[config.mk]
export PLATFORM = sky130hd
export DESIGN_NAME = slip_sample_divider
export DESIGN_NICKNAME = d
export VERILOG_FILES = /design/src/rtl/sd_pkg.sv /design/src/rtl/sd_ref_stage.sv /design/src/rtl/sd_period_stage.sv /design/src/rtl/sd_slip_ctrl.sv /design/src/rtl/slip_sample_divider.sv
export SDC_FILE = /design/constraint.sdc
export NUM_CORES = 1
export LEC_CHECK = 0
export BUFFER_PORTS_ARGS = -buffer_cell sky130_fd_sc_hd__buf_2
export CAP_MARGIN = 15
export CORE_MARGIN = 5
export CORE_UTILIZATION = 63
export DETAILED_ROUTE_END_ITERATION = 8
export HOLD_SLACK_MARGIN = 0.15
export PLACE_DENSITY = 0.84
export REMOVE_ABC_BUFFERS = 1
export SLEW_MARGIN = 40
export SYNTH_ARGS = -nofsm -noshare
export SYNTH_HDL_FRONTEND = slang
export SYNTH_HIERARCHICAL = 1
export SYNTH_SLANG_ARGS = --single-unit
[constraint.sdc]
create_clock -name clk_i -period 6.7 [get_ports clk_i]
set_clock_uncertainty 0.1 [all_clocks]
set_input_delay 1.005 -clock clk_i [delete_from_list [all_inputs] [get_ports clk_i]]
set_output_delay 1.005 -clock clk_i [all_outputs]
set_load 0.01 [all_outputs]
[src/rtl/sd_pkg.sv]
package sd_pkg;

    typedef enum logic [1:0] {
        STEP_FINE   = 2'd0,
        STEP_COARSE = 2'd1,
        STEP_WIDE   = 2'd2,
        STEP_ALT    = 2'd3
    } step_e;

    typedef enum logic [1:0] {
        ST_IDLE  = 2'd0,
        ST_ARMED = 2'd1,
        ST_SLIP  = 2'd2
    } slip_state_e;

    function automatic logic step_is_fine(step_e s);
        return (s == STEP_FINE) || (s == STEP_ALT);
    endfunction

endpackage

[src/rtl/sd_ref_stage.sv]
module sd_ref_stage #(
    parameter int REF_DIV = 4
) (
    input  logic clk_i,
    input  logic rst_ni,
    input  logic first_ref_i,
    input  logic fine_slip_i,
    input  logic slip_adv_i,
    output logic ref_end_o,
    output logic ref_tick_o
);
    localparam int MW = $clog2(REF_DIV + 2);
    localparam logic [MW-1:0] LAST_NOM   = MW'(REF_DIV - 1);
    localparam logic [MW-1:0] LAST_SHORT = MW'(REF_DIV - 2);
    localparam logic [MW-1:0] LAST_LONG  = MW'(REF_DIV);

    logic [MW-1:0] mcnt_q;
    logic [MW-1:0] last_idx;

    // ratio select: alternate ratio only on the first reference interval of a fine-slipped period
    always_comb begin
        if (fine_slip_i && first_ref_i)
            last_idx = slip_adv_i ? LAST_SHORT : LAST_LONG;
        else
            last_idx = LAST_NOM;
    end

    assign ref_end_o = (mcnt_q == last_idx);

    always_ff @(posedge clk_i) begin
        if (!rst_ni) begin
            mcnt_q     <= '0;
            ref_tick_o <= 1'b0;
        end else begin
            mcnt_q     <= ref_end_o ? '0 : mcnt_q + 1'b1;
            ref_tick_o <= ref_end_o;
        end
    end
endmodule

[src/rtl/sd_period_stage.sv]
module sd_period_stage
    import sd_pkg::*;
#(
    parameter int ANA_DIV = 243,
    parameter int DIG_DIV = 200,
    parameter int SEG_NOM = 18
) (
    input  logic  clk_i,
    input  logic  rst_ni,
    input  logic  mode_dig_i,
    input  logic  ref_end_i,
    input  logic  slip_on_i,
    input  logic  slip_adv_i,
    input  step_e slip_kind_i,
    output logic  first_ref_o,
    output logic  per_end_o,
    output logic  sample_tick_o
);
    localparam int RW = $clog2(ANA_DIV + 3);
    localparam logic [RW-1:0] ANA_BODY = RW'(ANA_DIV - SEG_NOM);
    localparam logic [RW-1:0] DIG_BODY = RW'(DIG_DIV - SEG_NOM);
    localparam logic [RW-1:0] SEG_SHORT = RW'(SEG_NOM - 1);
    localparam logic [RW-1:0] SEG_MID   = RW'(SEG_NOM);
    localparam logic [RW-1:0] SEG_LONG  = RW'(SEG_NOM + 1);
    localparam logic [RW-1:0] SEG_WIDE  = RW'(SEG_NOM + 2);

    logic [RW-1:0] rcnt_q;
    logic          mode_q;
    logic [RW-1:0] seg_len;
    logic [RW-1:0] body_len;
    logic [RW-1:0] last_ref;

    // tail segment: the coarse adjust stage
    always_comb begin
        seg_len = SEG_MID;
        if (slip_on_i && !step_is_fine(slip_kind_i)) begin
            if (slip_adv_i)
                seg_len = SEG_SHORT;
            else if (slip_kind_i == STEP_WIDE)
                seg_len = SEG_WIDE;
            else
                seg_len = SEG_LONG;
        end
    end

    assign body_len    = mode_q ? DIG_BODY : ANA_BODY;
    assign last_ref    = body_len + seg_len - 1'b1;
    assign first_ref_o = (rcnt_q == '0);
    assign per_end_o   = ref_end_i && (rcnt_q == last_ref);

    always_ff @(posedge clk_i) begin
        if (!rst_ni) begin
            rcnt_q        <= '0;
            mode_q        <= 1'b0;
            sample_tick_o <= 1'b0;
        end else begin
            sample_tick_o <= per_end_o;
            if (ref_end_i)
                rcnt_q <= per_end_o ? '0 : rcnt_q + 1'b1;
            if (per_end_o)
                mode_q <= mode_dig_i;
        end
    end
endmodule

[src/rtl/sd_slip_ctrl.sv]
module sd_slip_ctrl
    import sd_pkg::*;
#(
    parameter int CNT_W = 8
) (
    input  logic             clk_i,
    input  logic             rst_ni,
    input  logic             adj_req_i,
    input  logic [CNT_W-1:0] adj_count_i,
    input  logic [1:0]       adj_step_i,
    input  logic             per_end_i,
    output logic             slip_on_o,
    output logic             slip_adv_o,
    output step_e            slip_kind_o,
    output logic             done_o
);
    slip_state_e      st_q, st_d;
    logic [CNT_W-1:0] rem_q;
    logic [CNT_W-1:0] mag;
    logic             accept;
    logic             boundary;

    assign mag      = adj_count_i[CNT_W-1] ? (~adj_count_i + 1'b1) : adj_count_i;
    assign accept   = (st_q == ST_IDLE) && adj_req_i;
    assign boundary = (st_q != ST_IDLE) && per_end_i;

    always_comb begin
        st_d = st_q;
        unique case (st_q)
            ST_IDLE:  if (adj_req_i) st_d = ST_ARMED;             // ACCEPT
            ST_ARMED,
            ST_SLIP:  if (per_end_i)
                          st_d = (rem_q != '0) ? ST_SLIP : ST_IDLE; // START/CONTINUE or FINISH
            default:  st_d = ST_IDLE;
        endcase
    end

    // state register and remaining-period count
    always_ff @(posedge clk_i) begin
        if (!rst_ni) begin
            st_q  <= ST_IDLE;
            rem_q <= '0;
        end else begin
            st_q <= st_d;
            if (accept)
                rem_q <= mag;
            else if (boundary && rem_q != '0)
                rem_q <= rem_q - 1'b1;
        end
    end

    // outputs
    always_ff @(posedge clk_i) begin
        if (!rst_ni) begin
            slip_on_o   <= 1'b0;
            slip_adv_o  <= 1'b0;
            slip_kind_o <= STEP_FINE;
            done_o      <= 1'b0;
        end else begin
            done_o <= boundary && (rem_q == '0);
            if (per_end_i)
                slip_on_o <= boundary && (rem_q != '0);
            if (accept) begin
                slip_adv_o  <= adj_count_i[CNT_W-1];
                slip_kind_o <= step_e'(adj_step_i);
            end
        end
    end
endmodule

[src/rtl/slip_sample_divider.sv]
module slip_sample_divider
    import sd_pkg::*;
#(
    parameter int REF_DIV = 4,
    parameter int ANA_DIV = 243,
    parameter int DIG_DIV = 200,
    parameter int SEG_NOM = 18,
    parameter int CNT_W   = 8
) (
    input  logic             clk_i,
    input  logic             rst_ni,
    input  logic             mode_dig_i,
    input  logic             adj_req_i,
    input  logic [CNT_W-1:0] adj_count_i,
    input  logic [1:0]       adj_step_i,
    output logic             ref_tick_o,
    output logic             sample_tick_o,
    output logic             adj_done_o
);
    logic  ref_end;
    logic  per_end;
    logic  first_ref;
    logic  slip_on;
    logic  slip_adv;
    step_e slip_kind;
    logic  fine_slip;

    assign fine_slip = slip_on && step_is_fine(slip_kind);

    sd_ref_stage #(.REF_DIV(REF_DIV)) u_ref (
        .clk_i       (clk_i),
        .rst_ni      (rst_ni),
        .first_ref_i (first_ref),
        .fine_slip_i (fine_slip),
        .slip_adv_i  (slip_adv),
        .ref_end_o   (ref_end),
        .ref_tick_o  (ref_tick_o)
    );

    sd_period_stage #(
        .ANA_DIV (ANA_DIV),
        .DIG_DIV (DIG_DIV),
        .SEG_NOM (SEG_NOM)
    ) u_per (
        .clk_i         (clk_i),
        .rst_ni        (rst_ni),
        .mode_dig_i    (mode_dig_i),
        .ref_end_i     (ref_end),
        .slip_on_i     (slip_on),
        .slip_adv_i    (slip_adv),
        .slip_kind_i   (slip_kind),
        .first_ref_o   (first_ref),
        .per_end_o     (per_end),
        .sample_tick_o (sample_tick_o)
    );

    sd_slip_ctrl #(.CNT_W(CNT_W)) u_ctrl (
        .clk_i       (clk_i),
        .rst_ni      (rst_ni),
        .adj_req_i   (adj_req_i),
        .adj_count_i (adj_count_i),
        .adj_step_i  (adj_step_i),
        .per_end_i   (per_end),
        .slip_on_o   (slip_on),
        .slip_adv_o  (slip_adv),
        .slip_kind_o (slip_kind),
        .done_o      (adj_done_o)
    );
endmodule

==> run_summary.xml <==
<?xml version="1.0" encoding="UTF-8"?>
<metrics>
  <group name="outcome">
    <metric name="run_status" unit="">finished, final reports clean</metric>
  </group>
  <group name="layout">
    <metric name="layout_common_cells" unit="">sky130_fd_sc_hd__dfxtp_1, sky130_fd_sc_hd__nand2_1, sky130_fd_sc_hd__inv_1</metric>
    <metric name="drive_above_1_share" unit="%">14.59</metric>
    <metric name="final_common_cell" unit="">sky130_fd_sc_hd__dfxtp_1</metric>
    <metric name="area_growth_syn_to_layout" unit="%">8.115</metric>
    <metric name="nets" unit="">262</metric>
    <metric name="postLayoutCoreUtil" unit="%">71.90</metric>
    <metric name="num_antenna_cells" unit="">0</metric>
  </group>
  <group name="routing">
    <metric name="detailedRoute.firstIterationViolations" unit="">125</metric>
    <metric name="met3RoutedLength" unit="microns">238</metric>
    <metric name="avgRoutedWirePerCell" unit="microns">14.21</metric>
    <metric name="ant_nets" unit="">0</metric>
    <metric name="dr_total_vias" unit="">1558</metric>
    <metric name="post-route-drc-count" unit="">0</metric>
    <metric name="via_per_inst" unit="">5.902</metric>
    <metric name="met2_length" unit="microns">1727</metric>
    <metric name="m1WireLength" unit="microns">1716</metric>
    <metric name="postRouteWirelength" unit="microns">3751</metric>
    <metric name="detailedRoute.firstPassIterationCount" unit="">5</metric>
    <metric name="top_layer" unit="">met4</metric>
  </group>
  <group name="clock_network">
    <metric name="post_cts_resized" unit="">0</metric>
    <metric name="postCtsSetupBuffers" unit="">0</metric>
    <metric name="worstSkewPairLatency" unit="ps">330</metric>
    <metric name="tritoncts.num_buffers" unit="">5</metric>
    <metric name="clock_sinks" unit="">29</metric>
    <metric name="clock-root-buffer" unit="">sky130_fd_sc_hd__clkbuf_4</metric>
    <metric name="cts.clk_slew.worst_paths" unit="ps">90</metric>
    <metric name="max-clock-path-buffers" unit="">2</metric>
    <metric name="tritoncts" unit="">done</metric>
    <metric name="htree_levels" unit="">2</metric>
    <metric name="holdBufCountCts" unit="">0</metric>
  </group>
  <group name="setup_path">
    <metric name="worstSetupStartpoint" unit="">u_per/rcnt_q[0]</metric>
    <metric name="worst-endpoint-required" unit="ps">6820</metric>
    <metric name="cp_data_arrival_time" unit="ps">4520</metric>
    <metric name="timing.critical_path.slowest_cell_delay" unit="ps">570</metric>
    <metric name="cp_top_family" unit="">simple AND/OR/NAND/NOR gates</metric>
    <metric name="crit_path_cell_trace" unit="">inv_1 &gt; ha_1 &gt; or4b_2 &gt; nor4_1 &gt; nand4b_1 &gt; a21oi_2 &gt; or2_2 &gt; o2111ai_1 &gt; a211oi_4 &gt; and2b_2 &gt; a21boi_2 &gt; mux2_2 &gt; nor2_1 &gt; nor2_1</metric>
    <metric name="reg_to_reg_critical_path_startpoint" unit="">u_per/rcnt_q[0]</metric>
    <metric name="crit_path_max_fanout" unit="">12</metric>
    <metric name="crit_type" unit="">register to register</metric>
    <metric name="critical_path.most_common_cell" unit="">sky130_fd_sc_hd__nor2_1</metric>
    <metric name="crit_path_buf_inv_count" unit="">1</metric>
    <metric name="crit_path_top_delay_cell" unit="">sky130_fd_sc_hd__or4b_2</metric>
    <metric name="setup.worst_path.end_class" unit="">register</metric>
    <metric name="element_type_at_the_critical_path_start" unit="">register</metric>
  </group>
  <group name="global_routing">
    <metric name="grt_max_degree" unit="">32</metric>
    <metric name="vias_in_the_first_global_route" unit="">1376</metric>
    <metric name="total_global_routing_track_utilization" unit="%">19.52</metric>
    <metric name="global_route_wire_length_before_repair" unit="microns">6306</metric>
    <metric name="grt_antenna_before_repair" unit="">0</metric>
    <metric name="globalRoute.totalOverflow" unit="">0</metric>
  </group>
  <group name="timing">
    <metric name="fin_crit" unit="ps">4400</metric>
    <metric name="worst_slew_pin_slew" unit="ps">583.7</metric>
    <metric name="rsz0062_at_grt" unit="">false</metric>
    <metric name="slew_headroom" unit="%">60.54</metric>
    <metric name="timing_hold_violations_final" unit="">0</metric>
    <metric name="final_min_period_over_clock_period" unit="%">65.68</metric>
    <metric name="timing.final.setup_violations" unit="">0</metric>
    <metric name="timing_max_transition_violations_final" unit="">0</metric>
    <metric name="final.setup.tns" unit="ps">0</metric>
    <metric name="fmax" unit="MHz">227.2</metric>
  </group>
  <group name="yosys">
    <metric name="synth_seq_cells" unit="">29</metric>
    <metric name="synth_xor_area_share" unit="%">10.60</metric>
    <metric name="syn_inst" unit="">214</metric>
    <metric name="synth.avg_cell_area" unit="sq um">8.717</metric>
    <metric name="synth_simple_gate_area_share" unit="%">26.49</metric>
    <metric name="synth_enable_flop_cells" unit="">0</metric>
    <metric name="post_synth_fa_ha_maj_area_fraction" unit="%">11.13</metric>
    <metric name="netlist_area" unit="sq um">1866</metric>
    <metric name="count_of_cell_types_in_the_netlist" unit="">51</metric>
    <metric name="postSynth.asyncResetShare" unit="%">0</metric>
    <metric name="muxShareOfSynthArea" unit="%">1.677</metric>
    <metric name="synth.yosys.warnings" unit="">6</metric>
    <metric name="synth.yosys.seq_area_share" unit="%">31.12</metric>
    <metric name="synth_top_family_by_area" unit="">simple AND/OR/NAND/NOR gates</metric>
    <metric name="synth_compound_area_share" unit="%">14.49</metric>
    <metric name="synthFlopType" unit="">sky130_fd_sc_hd__dfxtp_1</metric>
  </group>
  <group name="place">
    <metric name="place.port_buffers" unit="">16</metric>
    <metric name="routability_congestion_estimate_from_global_placement" unit="">0.8082</metric>
    <metric name="post_detailed_placement_half_perimeter_wirelength" unit="microns">2840</metric>
  </group>
  <group name="die">
    <metric name="chipWidth" unit="microns">64.42</metric>
    <metric name="die_area" unit="sq um">4149</metric>
    <metric name="die_h" unit="microns">64.42</metric>
    <metric name="floorplan.rows" unit="">19</metric>
    <metric name="ioPinCount" unit="">17</metric>
    <metric name="initial_core_util" unit="%">66.50</metric>
    <metric name="fp.coreArea" unit="sq um">2805</metric>
  </group>
  <group name="hold_path">
    <metric name="hold_path_class" unit="">register to register</metric>
    <metric name="hold_path_startpoint" unit="">u_ctrl/st_q[1]</metric>
  </group>
  <group name="job">
    <metric name="maxCapViolCount" unit="">0</metric>
  </group>
  <group name="power_and_ir_drop">
    <metric name="power.leakage" unit="nW">0.7946</metric>
    <metric name="power_density_over_cell_area" unit="nW/um^2">237.2</metric>
    <metric name="irDropWorstVdd" unit="mV">0.1671</metric>
    <metric name="total_power" unit="uW">478.4</metric>
  </group>
</metrics>
state kept, by name, summed over array words and instances (netlist names):
name                 count
u_ref/ref_tick_o         1
u_per/mode_q             1
u_per/rcnt_q             8
u_ref/mcnt_q             3
u_per/sample_tick_o      1
u_ctrl/slip_adv_o        1
u_ctrl/slip_kind_o       2
u_ctrl/rem_q             8
u_ctrl/slip_on_o         1
u_ctrl/st_q              2
u_ctrl/done_o            1
routing by layer:
| layer | vias to the layer above | global-route usage, % |
|---|---|---|
| met3 | 9 | 5.009 |
| li1 | 791 | - |
| met5 | - | 0 |
| met2 | 51 | 31.83 |
| met4 | 0 | 8.179 |
| met1 | 707 | 24.55 |
cells in the mapped netlist (all sizes together) (5+ instances only):
master | n | area (sq um)
o21ai | 8 | 40.04
ha | 15 | 187.7
xnor2 | 12 | 105.1
nand2 | 23 | 86.33
a21oi | 7 | 38.79
and2 | 5 | 33.78
a21boi | 7 | 52.55
xor2 | 8 | 70.07
inv | 17 | 63.81
dfxtp | 29 | 580.6
nor2 | 8 | 32.54
nor3b | 9 | 67.56
nor3 | 8 | 40.04
metrics by stage:
| stage | instance area, sq um | setup slack, ps | instances | hold WS [ps] |
|---|---|---|---|---|
| CTS | 2013 | 2096 | 264 | 393.2 |
| detailed placement | 1964 | 2111 | 256 | 382.1 |
| finish | 2017 | 2300 | 264 | 395.7 |
| floorplan | 1846 | 2659 | 209 | 354.1 |
| global placement | 1964 | 2368 | 256 | 368.1 |
| global route | 2017 | 1911 | 264 | 414.2 |
worst paths after layout:
kind              cells after the start  slack (ps)         endpoint
setup / recovery                     14        2300  u_ctrl/rem_q[5]
hold / removal                        2         400   u_ctrl/st_q[1]
setup reg to reg                     14        2300  u_ctrl/rem_q[5]
hold reg to reg                       2         400   u_ctrl/st_q[1]
tightest hold or removal path, stage by stage, from the launching register on:
cell and delay [ps]:
sky130_fd_sc_hd__dfxtp_1 340, sky130_fd_sc_hd__nand2_1 50, sky130_fd_sc_hd__a21boi_0 60
kinds of logic (layout without fill, tap and decap cells):
group	Yosys count	count (layout)
AOI/OAI and AO/OA	38	38
xor gates and xnor gates	21	21
adders and majority gates	16	16
buffers and inverters	22	41
DFF	29	29
muxes	3	3
and+or+nand+nor	85	85
power by group:
group	internal (mW)	leakage [nW]	switching [mW]
clock	0.0417	0.0265	0.0587
sequential	0.196	0.237	0.0262
combinational	0.0679	0.531	0.0876
total	0.306	0.795	0.173
layout make-up:
cell class	instances	area, sq um
Clock buffer	8	48.80
Fill cell	205	788.3
Inverter	17	63.81
Multi-Input combinational cell	163	1205
Sequential cell	29	580.6
Tap cell	31	38.79
Timing Repair Buffer	16	80.08
(Power assumes the default switching activity.)
